`config.mk`:
```
export PLATFORM = sky130hd
export DESIGN_NAME = signmag_addsub
export DESIGN_NICKNAME = d
export VERILOG_FILES = /design/src/rtl/smadd_pkg.sv /design/src/rtl/smadd_word_alu.sv /design/src/rtl/smadd_sign_rules.sv /design/src/rtl/signmag_addsub.sv
export SDC_FILE = /design/constraint.sdc
export NUM_CORES = 1
export LEC_CHECK = 0
export BUFFER_PORTS_ARGS = -buffer_cell sky130_fd_sc_hd__buf_2
export CAP_MARGIN = 25
export CELL_PAD_IN_SITES_DETAIL_PLACEMENT = 0
export CELL_PAD_IN_SITES_GLOBAL_PLACEMENT = 2
export CORE_UTILIZATION = 28
export CTS_BUF_LIST = sky130_fd_sc_hd__clkbuf_4
export DETAILED_ROUTE_END_ITERATION = 7
export PLACE_DENSITY = 0.77
export RECOVER_POWER = 25
export SETUP_SLACK_MARGIN = 0.5
export SYNTH_ARGS = -nofsm -noshare
export SYNTH_HDL_FRONTEND = slang
export SYNTH_SLANG_ARGS = --single-unit
```
`constraint.sdc`:
```
create_clock -name clk -period 5 [get_ports clk]
set_clock_uncertainty 0.1 [all_clocks]
set_input_delay 0.5 -clock clk [delete_from_list [all_inputs] [get_ports clk]]
set_output_delay 0.5 -clock clk [all_outputs]
set_load 0.005 [all_outputs]
```
`src/rtl/smadd_pkg.sv`:
```
package smadd_pkg;
  localparam int SGN_N = 5;
  localparam int SG_A = 0;
  localparam int SG_B = 1;
  localparam int SG_C = 2;
  localparam int SG_D = 3;
  localparam int SG_S = 4;

  typedef enum logic [2:0] {
    OP_ADD  = 3'd0,
    OP_SUB  = 3'd1,
    OP_SUBA = 3'd2,
    OP_SUBB = 3'd3,
    OP_SUBC = 3'd4,
    OP_SUBD = 3'd5,
    OP_COMB = 3'd6,
    OP_SHL  = 3'd7
  } op_t;

  function automatic logic op_subtracts(op_t op, logic p);
    case (op)
      OP_SUB, OP_SUBA, OP_SUBB, OP_SUBC, OP_SUBD: op_subtracts = 1'b1;
      OP_COMB: op_subtracts = ~p;
      default: op_subtracts = 1'b0;
    endcase
  endfunction
endpackage

```
`src/rtl/smadd_word_alu.sv`:
```
module smadd_word_alu #(
  parameter int W = 64
) (
  input  logic         sub,
  input  logic         shl,
  input  logic [W-1:0] x,
  input  logic [W-1:0] y,
  input  logic         cin,
  output logic [W-1:0] z,
  output logic         cout
);
  logic [W:0]   sum;
  logic [W-1:0] y_eff;

  always_comb begin
    // two's-complement subtraction: invert here, the +1 arrives as carry-in
    y_eff = sub ? ~y : y;
    sum   = {1'b0, x} + {1'b0, y_eff} + {{W{1'b0}}, cin};
    if (shl) begin
      z    = {x[W-2:0], cin};
      cout = x[W-1];
    end else begin
      z    = sum[W-1:0];
      cout = sum[W];
    end
  end
endmodule

```
`src/rtl/smadd_sign_rules.sv`:
```
module smadd_sign_rules
  import smadd_pkg::*;
(
  input  op_t              op,
  input  logic             p,
  input  logic             j,
  input  logic [SGN_N-1:0] cur,
  output logic [SGN_N-1:0] nxt
);
  always_comb begin
    nxt = cur;
    case (op)
      OP_SUBA: nxt[SG_A] = cur[SG_A] & ~j;
      OP_SUBB: nxt[SG_B] = cur[SG_B] | ~j;
      OP_SUBC: nxt[SG_C] = cur[SG_C] & ~j;
      OP_SUBD: nxt[SG_D] = cur[SG_D] | ~j;
      OP_COMB: nxt[SG_S] = ~(j | p) | (cur[SG_A] & p);
      default: nxt = cur;
    endcase
  end
endmodule

```
`src/rtl/signmag_addsub.sv`:
```
module signmag_addsub
  import smadd_pkg::*;
#(
  parameter int W      = 64,
  parameter int NWORDS = 8
) (
  input  logic         clk,
  input  logic         rst_n,
  input  logic         in_valid,
  output logic         in_ready,
  input  logic [W-1:0] in_x,
  input  logic [W-1:0] in_y,
  input  logic [2:0]   in_op,
  input  logic         in_p,
  output logic         out_valid,
  input  logic         out_ready,
  output logic [W-1:0] out_z,
  output logic         out_last,
  output logic         done,
  input  logic         sgn_wr_en,
  input  logic [4:0]   sgn_wr_data,
  output logic [4:0]   sign_o,
  output logic         carry_o,
  output logic         shout_o,
  output logic         parity_o
);
  localparam int CW = (NWORDS > 1) ? $clog2(NWORDS) : 1;
  localparam logic [CW-1:0] LAST_IDX = CW'(NWORDS - 1);

  logic [CW-1:0]    cnt_q;
  op_t              op_q;
  logic             p_q;
  logic             cy_q;
  logic             par_q;
  logic [W-1:0]     z_q;
  logic             vld_q, last_q, done_q;
  logic [SGN_N-1:0] sgn_q;
  logic             carry_q, shout_q, parity_q;

  logic             acc, first, last_w, cin, cout, par_e;
  op_t              op_e;
  logic             p_e;
  logic [W-1:0]     z_w;
  logic [SGN_N-1:0] sgn_n;

  assign in_ready = ~vld_q | out_ready;
  assign acc      = in_valid & in_ready;
  assign first    = (cnt_q == '0);
  assign last_w   = (cnt_q == LAST_IDX);
  // code and mode come from word 0; later words reuse the captured copy
  assign op_e     = first ? op_t'(in_op) : op_q;
  assign p_e      = first ? in_p : p_q;
  assign cin      = first ? op_subtracts(op_e, p_e) : cy_q;

  smadd_word_alu #(.W(W)) u_alu (
    .sub  (op_subtracts(op_e, p_e)),
    .shl  (op_e == OP_SHL),
    .x    (in_x),
    .y    (in_y),
    .cin  (cin),
    .z    (z_w),
    .cout (cout)
  );

  assign par_e = first ? z_w[0] : par_q;

  smadd_sign_rules u_rules (
    .op  (op_e),
    .p   (p_e),
    .j   (cout),
    .cur (sgn_q),
    .nxt (sgn_n)
  );

  always_ff @(posedge clk) begin
    if (!rst_n) begin
      cnt_q    <= '0;
      op_q     <= OP_ADD;
      p_q      <= 1'b0;
      cy_q     <= 1'b0;
      par_q    <= 1'b0;
      z_q      <= '0;
      vld_q    <= 1'b0;
      last_q   <= 1'b0;
      done_q   <= 1'b0;
      sgn_q    <= '0;
      carry_q  <= 1'b0;
      shout_q  <= 1'b0;
      parity_q <= 1'b0;
    end else begin
      done_q <= 1'b0;
      if (vld_q && out_ready) vld_q <= 1'b0;
      if (acc) begin
        z_q    <= z_w;
        last_q <= last_w;
        vld_q  <= 1'b1;
        cy_q   <= cout;
        if (first) begin
          op_q  <= op_e;
          p_q   <= in_p;
          par_q <= z_w[0];
        end
        cnt_q <= last_w ? '0 : cnt_q + CW'(1);
        if (last_w) begin
          done_q   <= 1'b1;
          sgn_q    <= sgn_n;
          parity_q <= par_e;
          if (op_e == OP_SHL) shout_q <= cout;
          else                carry_q <= cout;
        end
      end
      if (sgn_wr_en) sgn_q <= sgn_wr_data;
    end
  end

  assign out_valid = vld_q;
  assign out_z     = z_q;
  assign out_last  = last_q;
  assign done      = done_q;
  assign sign_o    = sgn_q;
  assign carry_o   = carry_q;
  assign shout_o   = shout_q;
  assign parity_o  = parity_q;
endmodule

```
Word-level counts from Yosys, hierarchy flattened
Cells that the tools add are included.
- register bits after elaboration: 84
- output and inout port bits: 76
- logic and storage cells: 84
- add/subtract/negate cells: 3
- equality and inequality tests: 8
- mux-type cells: 20
- bitwise operators: 15
- reductions and logical operators: 21
- operators by type and width (kind ; count):
    two-way mux 64 bit ; 2
    adder 64 x 64 -> 65 bit ; 1
    adder 65 x 1 -> 65 bit ; 1
    NOT 64 bit ; 1
    AND reduction 3 bit ; 7
    nonzero test 2 bit ; 8
    == test 3 bit, second input constant ; 5
    two-way mux 5 bit ; 3
    two-way mux 1 bit ; 12
    == test 3 x 2 -> 1 bit, second input constant ; 2
    two-way mux 3 bit ; 2
    AND reduction 2 bit ; 3
    NOT 1 bit ; 5
    OR 1 bit ; 5
    OR reduction 5 bit ; 1
    bitwise AND 1 bit ; 4
    adder 3 x 1 -> 3 bit, second input constant ; 1
    == test 3 x 1 -> 1 bit, second input constant ; 1
    zero test 3 bit ; 1
    one-hot mux 1 bit (2 select lines) ; 1
    logical AND 1 bit ; 1

Logic depth before layout (Yosys ltp)
Gate-level depths: netlist of run 1.
- word-level depth: 16
- mapped depth: 22
- mapped depth without buffers: 19

Hierarchy
Synthesis of run 1 repeated with hierarchy kept, for this count alone.
- cell total of the unflattened synthesis: 1210
- area, all modules: 8528.2 um^2
- modules (own cells, without submodules) (module ; instances ; cells each ; area each (um^2) ; seq. area each (um^2)):
    smadd_word_alu ; 1 ; 810 ; 5298.8 ; 0.0
    signmag_addsub ; 1 ; 387 ; 3149.3 ; 1681.6
    smadd_sign_rules ; 1 ; 13 ; 80.1 ; 0.0

Least setup slack after synthesis of run 1
Ideal clock, no wire load.
- kind: flip-flop to flip-flop
- from: register cnt_q[0]
- to: register z_q[62], in the netlist out_z[62]
- setup time: 116 ps
- arrival: 4839 ps
- required time: 4784 ps
- path slack: -54 ps
- cell stages (with the launch flop): 23
- buffers on the path: 3
- period minus slack after synthesis: 5054 ps
- path through: dfxtp_1 inv_1 ha_1 nor2b_1 buf_2 mux2i_1 a211oi_1 a31oi_1 clkbuf_1 buf_2 xnor2_1 fa_1 inv_1 fa_1 a211oi_2 o21bai_1 a221oi_4 nor3b_2 a211oi_2 o311ai_4 a31oi_4 mux2i_1 a31o_1
- longest elaborated chain between the ends: 9
- elaborated cells between the ends (all ways): 18
- those cells by class: add/sub (2); eq/ne (7); mux (6); bitwise (1); reduce/logical (2)
- ends and longest elaborated chain (item ; RTL line ; RTL):
    start, declared ; signmag_addsub.sv:30 ; logic [CW-1:0] cnt_q;
    start signal, assigned ; signmag_addsub.sv:103 ; cnt_q <= last_w ? '0 : cnt_q + CW'(1);
    zero test 3 bit (*) ; signmag_addsub.sv:48 ; assign first = (cnt_q == '0);
    two-way mux 3 bit ; signmag_addsub.sv:51 ; assign op_e = first ? op_t'(in_op) : op_q;
    == test 3 x 1 -> 1 bit (tied with other cells) ; smadd_pkg.sv:21 ; case (op)
    OR reduction 5 bit ; smadd_pkg.sv:21 ;
    one-hot mux 1 bit (2 select lines) ; smadd_pkg.sv:21 ;
    two-way mux 64 bit ; smadd_word_alu.sv:17 ; y_eff = sub ? ~y : y;
    adder 64 x 64 -> 65 bit ; smadd_word_alu.sv:18 ; sum = {1'b0, x} + {1'b0, y_eff} + {{W{1'b0}}, cin};
    adder 65 x 1 -> 65 bit ; smadd_word_alu.sv:18 ;
    two-way mux 64 bit (*) ; smadd_word_alu.sv:19 ; if (shl) begin
    end signal, assigned ; signmag_addsub.sv:94 ; z_q <= z_w;
    end, declared ; signmag_addsub.sv:35 ; logic [W-1:0] z_q;
Mark *: on every way between the ends. The rest lies on a longest branch, timed or not.
A chain may end at the register's enable or synchronous reset.

Worst setup path in the final report of run 1
- from: register cnt_q[1]
- to: register z_q[63], in the netlist out_z[63]
Same word-level chain as after synthesis.

==> results of run 1 <==
## worst max-delay path: stages, from the launching register on
cell and delay, ps:
dfxtp_2 360, inv_2 60, ha_4 120, nor2b_4 230, buf_6 140, mux2i_4 240
buf_6 140, a31oi_4 90, buf_12 160, buf_16 140, buf_4 150, xor2_4 160
ha_1 270, nor2b_2 150, o211ai_1 170, a2111o_1 510, o211ai_2 260, a21oi_4 130
o21ai_4 220, a21oi_4 80, or4_1 500, and4_1 180
## timing repair
item                       4_1_cts  5_1_grt
buffers inserted                19       32
gates resized for setup         43      137
setup endpoints to repair       57       56
pin swaps                       23       82
gates cloned                     0        3
## stage by stage
stage                     hold WS, ps  instances  util [%]
after floorplan                   332       1173         -
after global placement            341       1741      34.1
after detailed placement          345       1741      34.1
after CTS                         104       1776      35.9
after global routing              126       1812      39.3
final                             148       1814      39.3
## routing by layer
| layer | track usage [%] | share of wire [%] |
|---|---|---|
| met4 | 3.66 | 1.0 |
| met5 | 0 | 0 |
| met3 | 2.64 | 5.4 |
| met1 | 28.5 | 45 |
| met2 | 37.3 | 48 |
## state kept, by name, indices dropped and copies added, names as in the netlist
register / count
op_q: 3
carry_o: 1
cy_q: 1
p_q: 1
out_z: 64
out_valid: 1
done: 1
cnt_q: 3
parity_o: 1
out_last: 1
shout_o: 1
par_q: 1
sign_o: 5
## final timing paths
check	endpoint	slack, ps	start
hold reg to reg	par_q	360	par_q
setup reg to reg	out_z[63]	350	cnt_q[1]
hold / removal	sign_o[2]	150	sgn_wr_data[2]
setup / recovery	out_z[63]	350	cnt_q[1]
## power breakdown
| group | switching, W | leakage (nW) | internal, W |
|---|---|---|---|
| clock network | 0.000307 | 0.0985 | 0.000257 |
| registers | 0.0000604 | 0.694 | 0.000772 |
| logic | 0.00169 | 4.23 | 0.00133 |
| total | 0.00206 | 5.03 | 0.00236 |
## final cells by class
class	count	area, um2
Timing Repair Buffer	312	1950
Antenna cell	3	7.51
Inverter	30	113
Multi-Input combinational cell	979	7300
Clock inverter	7	123
Fill cell	3168	18100
Sequential cell	84	1680
Tap cell	390	488
Clock buffer	9	67.6
## cell usage in the layout (no fill, tap or decap), types with 15 or more instances in the layout
| master | n |
|---|---|
| xnor2_1 | 26 |
| a21oi_2 | 18 |
| nor2_1 | 93 |
| ha_1 | 46 |
| nand4_1 | 26 |
| a21o_1 | 35 |
| nand3_1 | 30 |
| a31oi_1 | 19 |
| buf_2 | 196 |
| o21ai_0 | 60 |
| inv_1 | 26 |
| nand2_1 | 153 |
| a311oi_1 | 15 |
| xor2_1 | 72 |
| nor3_1 | 24 |
| clkbuf_1 | 20 |
| o21bai_1 | 15 |
| buf_4 | 73 |
| dfxtp_1 | 82 |
| a21oi_1 | 101 |
## logic make-up after synthesis
family                     share of synthesized area (%)
and+or+nand+nor                                     21.1
AOI/OAI and AO/OA                                   30.4
xor gates and xnor gates                            11.8
buffers and inverters                               5.20
DFF                                                 19.7
adders and majority gates                           10.1
muxes                                               1.77
==> reports/metrics.yaml, run 1 <==
avgSynthCellArea_um2: 7.29
crit_fanout: 7
crit_path_start_kind: "register"
yosysWarnings: 0
cts_root_buf: "clkbuf_4"
synth_cell_types: 80
vias_per_cell: 5.34
synth_common_cells: "nand2_1, a21oi_1, nor2_1"
core_mm2: 0.0299
die_h_um: 177
syn_inst: 1173
std_cell_rows: 63
clockBufferDepth: 2
route.vias.total: 9686
clk_pin_slew_ps: 170
synthesis.nets: 1383
nNetsFinal: 1626
grt_first_pass_wirelength_mm: 52.4
grt-ovfl-total: 0
rsz0062_at_grt: "yes"
place_ws_ps: 44.3
drt_iter0_markers: 603
seq_area_frac_synth_pct: 19.7
ant_nets: 0
synth_edf_count: 0
status: "finished with violations"
cts_sinks: 84
place.gp.congestion: 0.912
grt_start_max_net_pins: 63
static-leakage-power_nw: 5.03
synthTopCellsByArea: "dfxtp_1, ha_1, xor2_1"
holdPathStages: 3
cp_data_arrival_time_ps: 4960
drv_cap: 1
final_area_mm2: 0.0117
die_x_um: 177
wl_mm: 35.1
io_pins: 218
synth_most_common_cell: "nand2_1"
power_density_mw_per_mm2: 376
setup_viol: 0
clock_latency_ps: 480
die_area_mm2: 0.0312
fin_tns_setup_ps: 0
finalCriticalPeriod_ps: 4650
violations: "max-capacitance violations, max-slew violations"
synth-async-reset-ratio_pct: 0
fin_ws_ps: 348
drc: 0
p_total_w: 0.00441
irDropWorstVdd_mv: 0.127
syn_to_final_growth_pct: 37.3
fin_crit_sh_pct: 93.0
r2r_cells: 21
start_util_pct: 28.6
wire_per_inst_um: 19.4
antenna_found_initial: 3
tightestPinTransition_ps: 1690
firstDrtPassIters: 8
grt_pass1_vias: 9350
hold_class: "in2reg"
path_class: "reg2reg"
post_dp_cell_area_mm2: 0.0102
synth_ff_type: "dfxtp_1"
cts_max_level: 3
yosysTopAreaCell: "dfxtp_1"
ys_ff_latch: 84
cts_made_buffers: 9
hold_viol: 0
grt.total_usage_pct: 21.5
slew_headroom_pct: -12.8
cts_hold_buffers: 0
crit_required_ps: 5310
cts_tree: "yes"
drv_slew: 39
drive_gt1_share_pct: 32.7
synth_area_mm2: 0.00855
synth_top_area_share_pct: 19.7
fmaxAchievable_ghz: 0.215
io_buffer_count: 217
endpoint_kind: "register"
hpwl_mm: 26.4
Note: power is estimated with default switching activity, not from simulation.
==> run 2, diff against run 1 <==
==> constraint.sdc (replaced) <==
create_clock -name clk -period 3.9 [get_ports clk]
set_clock_uncertainty 0.1 [all_clocks]
set_input_delay 0.39 -clock clk [delete_from_list [all_inputs] [get_ports clk]]
set_output_delay 0.39 -clock clk [all_outputs]
set_load 0.005 [all_outputs]
==> run 2 against run 1 <==
The flow finishes with violations (negative setup slack); critical path type unchanged; die area unchanged; first-iteration DRC count is 18% lower; register-to-register slack worse by 980 ps; largest cell class unchanged; sequential share of layout area decreased by 2.0 points; critical path depth increased by 3; sequential power grew 29%; global-route usage up 1.6 points; cell area increased by 17%; wire length is 4.7% higher; via count rose by 7.5%.
==> reports/metrics.yaml, run 2 (synthesis results as in run 1) <==
place.gp.congestion: 0.896  # was 0.912
fin_ws_ps: -630  # was 348 ps
grt_first_pass_wirelength_mm: 56.0  # was 52.4 mm
drv_cap: 0  # was 1
drive_gt1_share_pct: 44.5  # was 32.7%
rsz0062_at_grt: "yes"  # unchanged
core_mm2: 0.0299  # unchanged
grt_start_max_net_pins: 44  # was 63
setup.reg_to_reg.worst_slack_ps: -630  # was 350 ps
start_util_pct: 28.6  # unchanged
nNetsFinal: 1852  # was 1626
cts_tree: "yes"  # unchanged
die_h_um: 177  # unchanged
post-place-cells: 1984  # was 1741
crit_path_top_delay_cell: "a221oi_4"  # was a2111o_1
final_cells: 2038  # was 1814
utilization_pct: 45.8  # was 39.3%
die_area_mm2: 0.0312  # unchanged
clockBufferDepth: 2  # unchanged
irDropWorstVdd_mv: 0.186  # was 0.127 mV
static-leakage-power_nw: 6.32  # was 5.03 nW
register_area_mm2: 0.00168  # unchanged
r2r_cells: 24  # was 21
endpoint_kind: "register"  # unchanged
hold_class: "in2reg"  # unchanged
hold_viol: 0  # unchanged
finalCriticalPeriod_ps: 4530  # was 4650 ps
violations: "negative setup slack"  # was max-capacitance violations, max-slew violations
holdPathStages: 3  # unchanged
drt_iter0_markers: 494  # was 603
wire_per_inst_um: 18.0  # was 19.4 um
ant_nets: 0  # unchanged
grt.total_usage_pct: 23.0  # was 21.5%
path_class: "reg2reg"  # unchanged
multiInputGateArea_mm2: 0.00752  # was 0.00730 mm2
syn_to_final_growth_pct: 60.1  # was 37.3%
crit_required_ps: 4170  # was 5310 ps
fill_cells: 3071  # was 3168
r2r_start: "cnt_q[0]"  # was cnt_q[1]
fmaxAchievable_ghz: 0.221  # was 0.215 GHz
vias_per_cell: 5.11  # was 5.34
crit_path_start_kind: "register"  # unchanged
setup_viol: 65  # was 0
io_buffer_count: 217  # unchanged
hold_path_end: "out_valid"  # was sign_o[2]
p_total_w: 0.00664  # was 0.00441 W
drv_slew: 0  # was 39
grt-ovfl-total: 0  # unchanged
largest_reg_flops: 64  # unchanged
slew_headroom_pct: 53.3  # was -12.8%
firstDrtPassIters: 5  # was 8
cp_data_arrival_time_ps: 4800  # was 4960 ps
crit_fanout: 5  # was 7
grt_pass1_vias: 10400  # was 9350
hold_start: "in_valid"  # was sgn_wr_data[2]
post_dp_cell_area_mm2: 0.0122  # was 0.0102 mm2
drc: 0  # unchanged
antenna_found_initial: 2  # was 3
tightestPinTransition_ps: 682  # was 1690 ps
cts_max_level: 3  # unchanged
r2r-end: "out_z[54]"  # was out_z[63]
layout_common_cells: "buf_4, buf_2, nand2_1"  # was buf_2, nand2_1, a21oi_1
clock_latency_ps: 480  # about the same
status: "finished with violations"  # unchanged
fin_crit_sh_pct: 116  # was 93.0%
die_x_um: 177  # unchanged
clk_pin_slew_ps: 170  # about the same
cts_made_buffers: 9  # unchanged
layout_commonest_cell: "buf_4"  # was buf_2
io_pins: 218  # unchanged
cts_root_buf: "clkbuf_4"  # unchanged
final_area_mm2: 0.0137  # was 0.0117 mm2
wl_mm: 36.8  # was 35.1 mm
cts_sinks: 84  # unchanged
path_cells: "inv_2 -> ha_4 -> nor2b_4 -> buf_12 -> mux2i_4 -> a211oi_2 -> a31oi_4 -> buf_6 -> mux2i_1 -> buf_4 -> fa_2 -> inv_2 -> fa_2 -> a211oi_2 -> o21bai_2 -> a221oi_4 -> nor3b_4 -> a211oi_2 -> buf_4 -> o311ai_4 -> buf_4 -> a21boi_2 -> xor2_1 -> o22ai_1"  # was inv_2 -> ha_4 -> nor2b_4 -> buf_6 -> mux2i_4 -> buf_6 -> a31oi_4 -> buf_12 -> buf_16 -> buf_4 -> xor2_4 -> ha_1 -> nor2b_2 -> o211ai_1 -> a2111o_1 -> o211ai_2 -> a21oi_4 -> o21ai_4 -> a21oi_4 -> or4_1 -> and4_1
slowest_delay_ps: 400  # was 510 ps
route.vias.total: 10400  # was 9686
hpwl_mm: 29.0  # was 26.4 mm
fin_tns_setup_ps: -26690  # was 0 ps
power_density_mw_per_mm2: 485  # was 376 mW/mm2
std_cell_rows: 63  # unchanged
==> run 2: cell count changes in the layout (fill, tap and decap cells not counted), moves of 6 or more <==
cell	change
buf_4	+220
buf_2	+13
clkbuf_1	-12
a21oi_1	-11
ha_1	+10
ha_4	-9
buf_6	+7
a21oi_2	+6
xnor2_1	-6
==> run 2: worst max-delay path by stage <==
stage	to	startpoint
after floorplan	out_z[62]	cnt_q[0]
final	out_z[54]	cnt_q[0]
after global routing	out_z[54]	cnt_q[0]
after detailed placement	sign_o[2]	cnt_q[0]
after global placement	sign_o[2]	cnt_q[0]
after CTS	out_z[46]	cnt_q[0]
==> run 2: timing repair <==
item	CTS	global route
setup buffers	23	13
cloned	1	0
gates resized for setup	118	80
endpoints found under the setup margin	68	70
hold buffers	0	0
pin swaps	90	66
==> run 2: final cells by class <==
class / count / area share [%]
Timing Repair Buffer: 538 / 26.9
Sequential cell: 84 / 12.3
Clock inverter: 6 / 0.978
Multi-Input combinational cell: 979 / 54.9
Inverter: 30 / 0.823
Antenna cell: 1 / 0.0183
Tap cell: 390 / 3.56
Clock buffer: 10 / 0.548
==> run 2: layer usage <==
metal | wire (um) | vias to the layer above | track usage (%)
met2 | 18000 | 247 | 40.9
met5 | 16 | - | 0
met3 | 1610 | 33 | 2.99
met4 | 561 | 2 | 5.17
li1 | - | 5187 | -
met1 | 16500 | 4940 | 29.3
==> run 2: metrics by stage <==
stage	hold WS [ps]	setup WS, ps
floorplan	332	-537
global placement	341	-723
detailed placement	342	-822
CTS	13.2	-659
global route	23.4	-812
finish	55.3	-630
==> run 2: critical path: cells and delay by family, from the launching register on <==
family                   cells  cell delay (ps)
AO/OA/AOI/OAI                9             1680
XOR/XNOR                     1              160
adder cells (fa/ha/maj)      3              710
buffers and inverters        7              900
flip-flops                   1              360
multiplexers                 2              300
AND/OR/NAND/NOR              2              200
==> run 2: power by group <==
part | switching [W] | leakage, nW | internal [W]
Sequential | 0.0000762 | 0.694 | 0.000989
Combinational | 0.00244 | 5.52 | 0.00237
Clock | 0.000372 | 0.111 | 0.000398
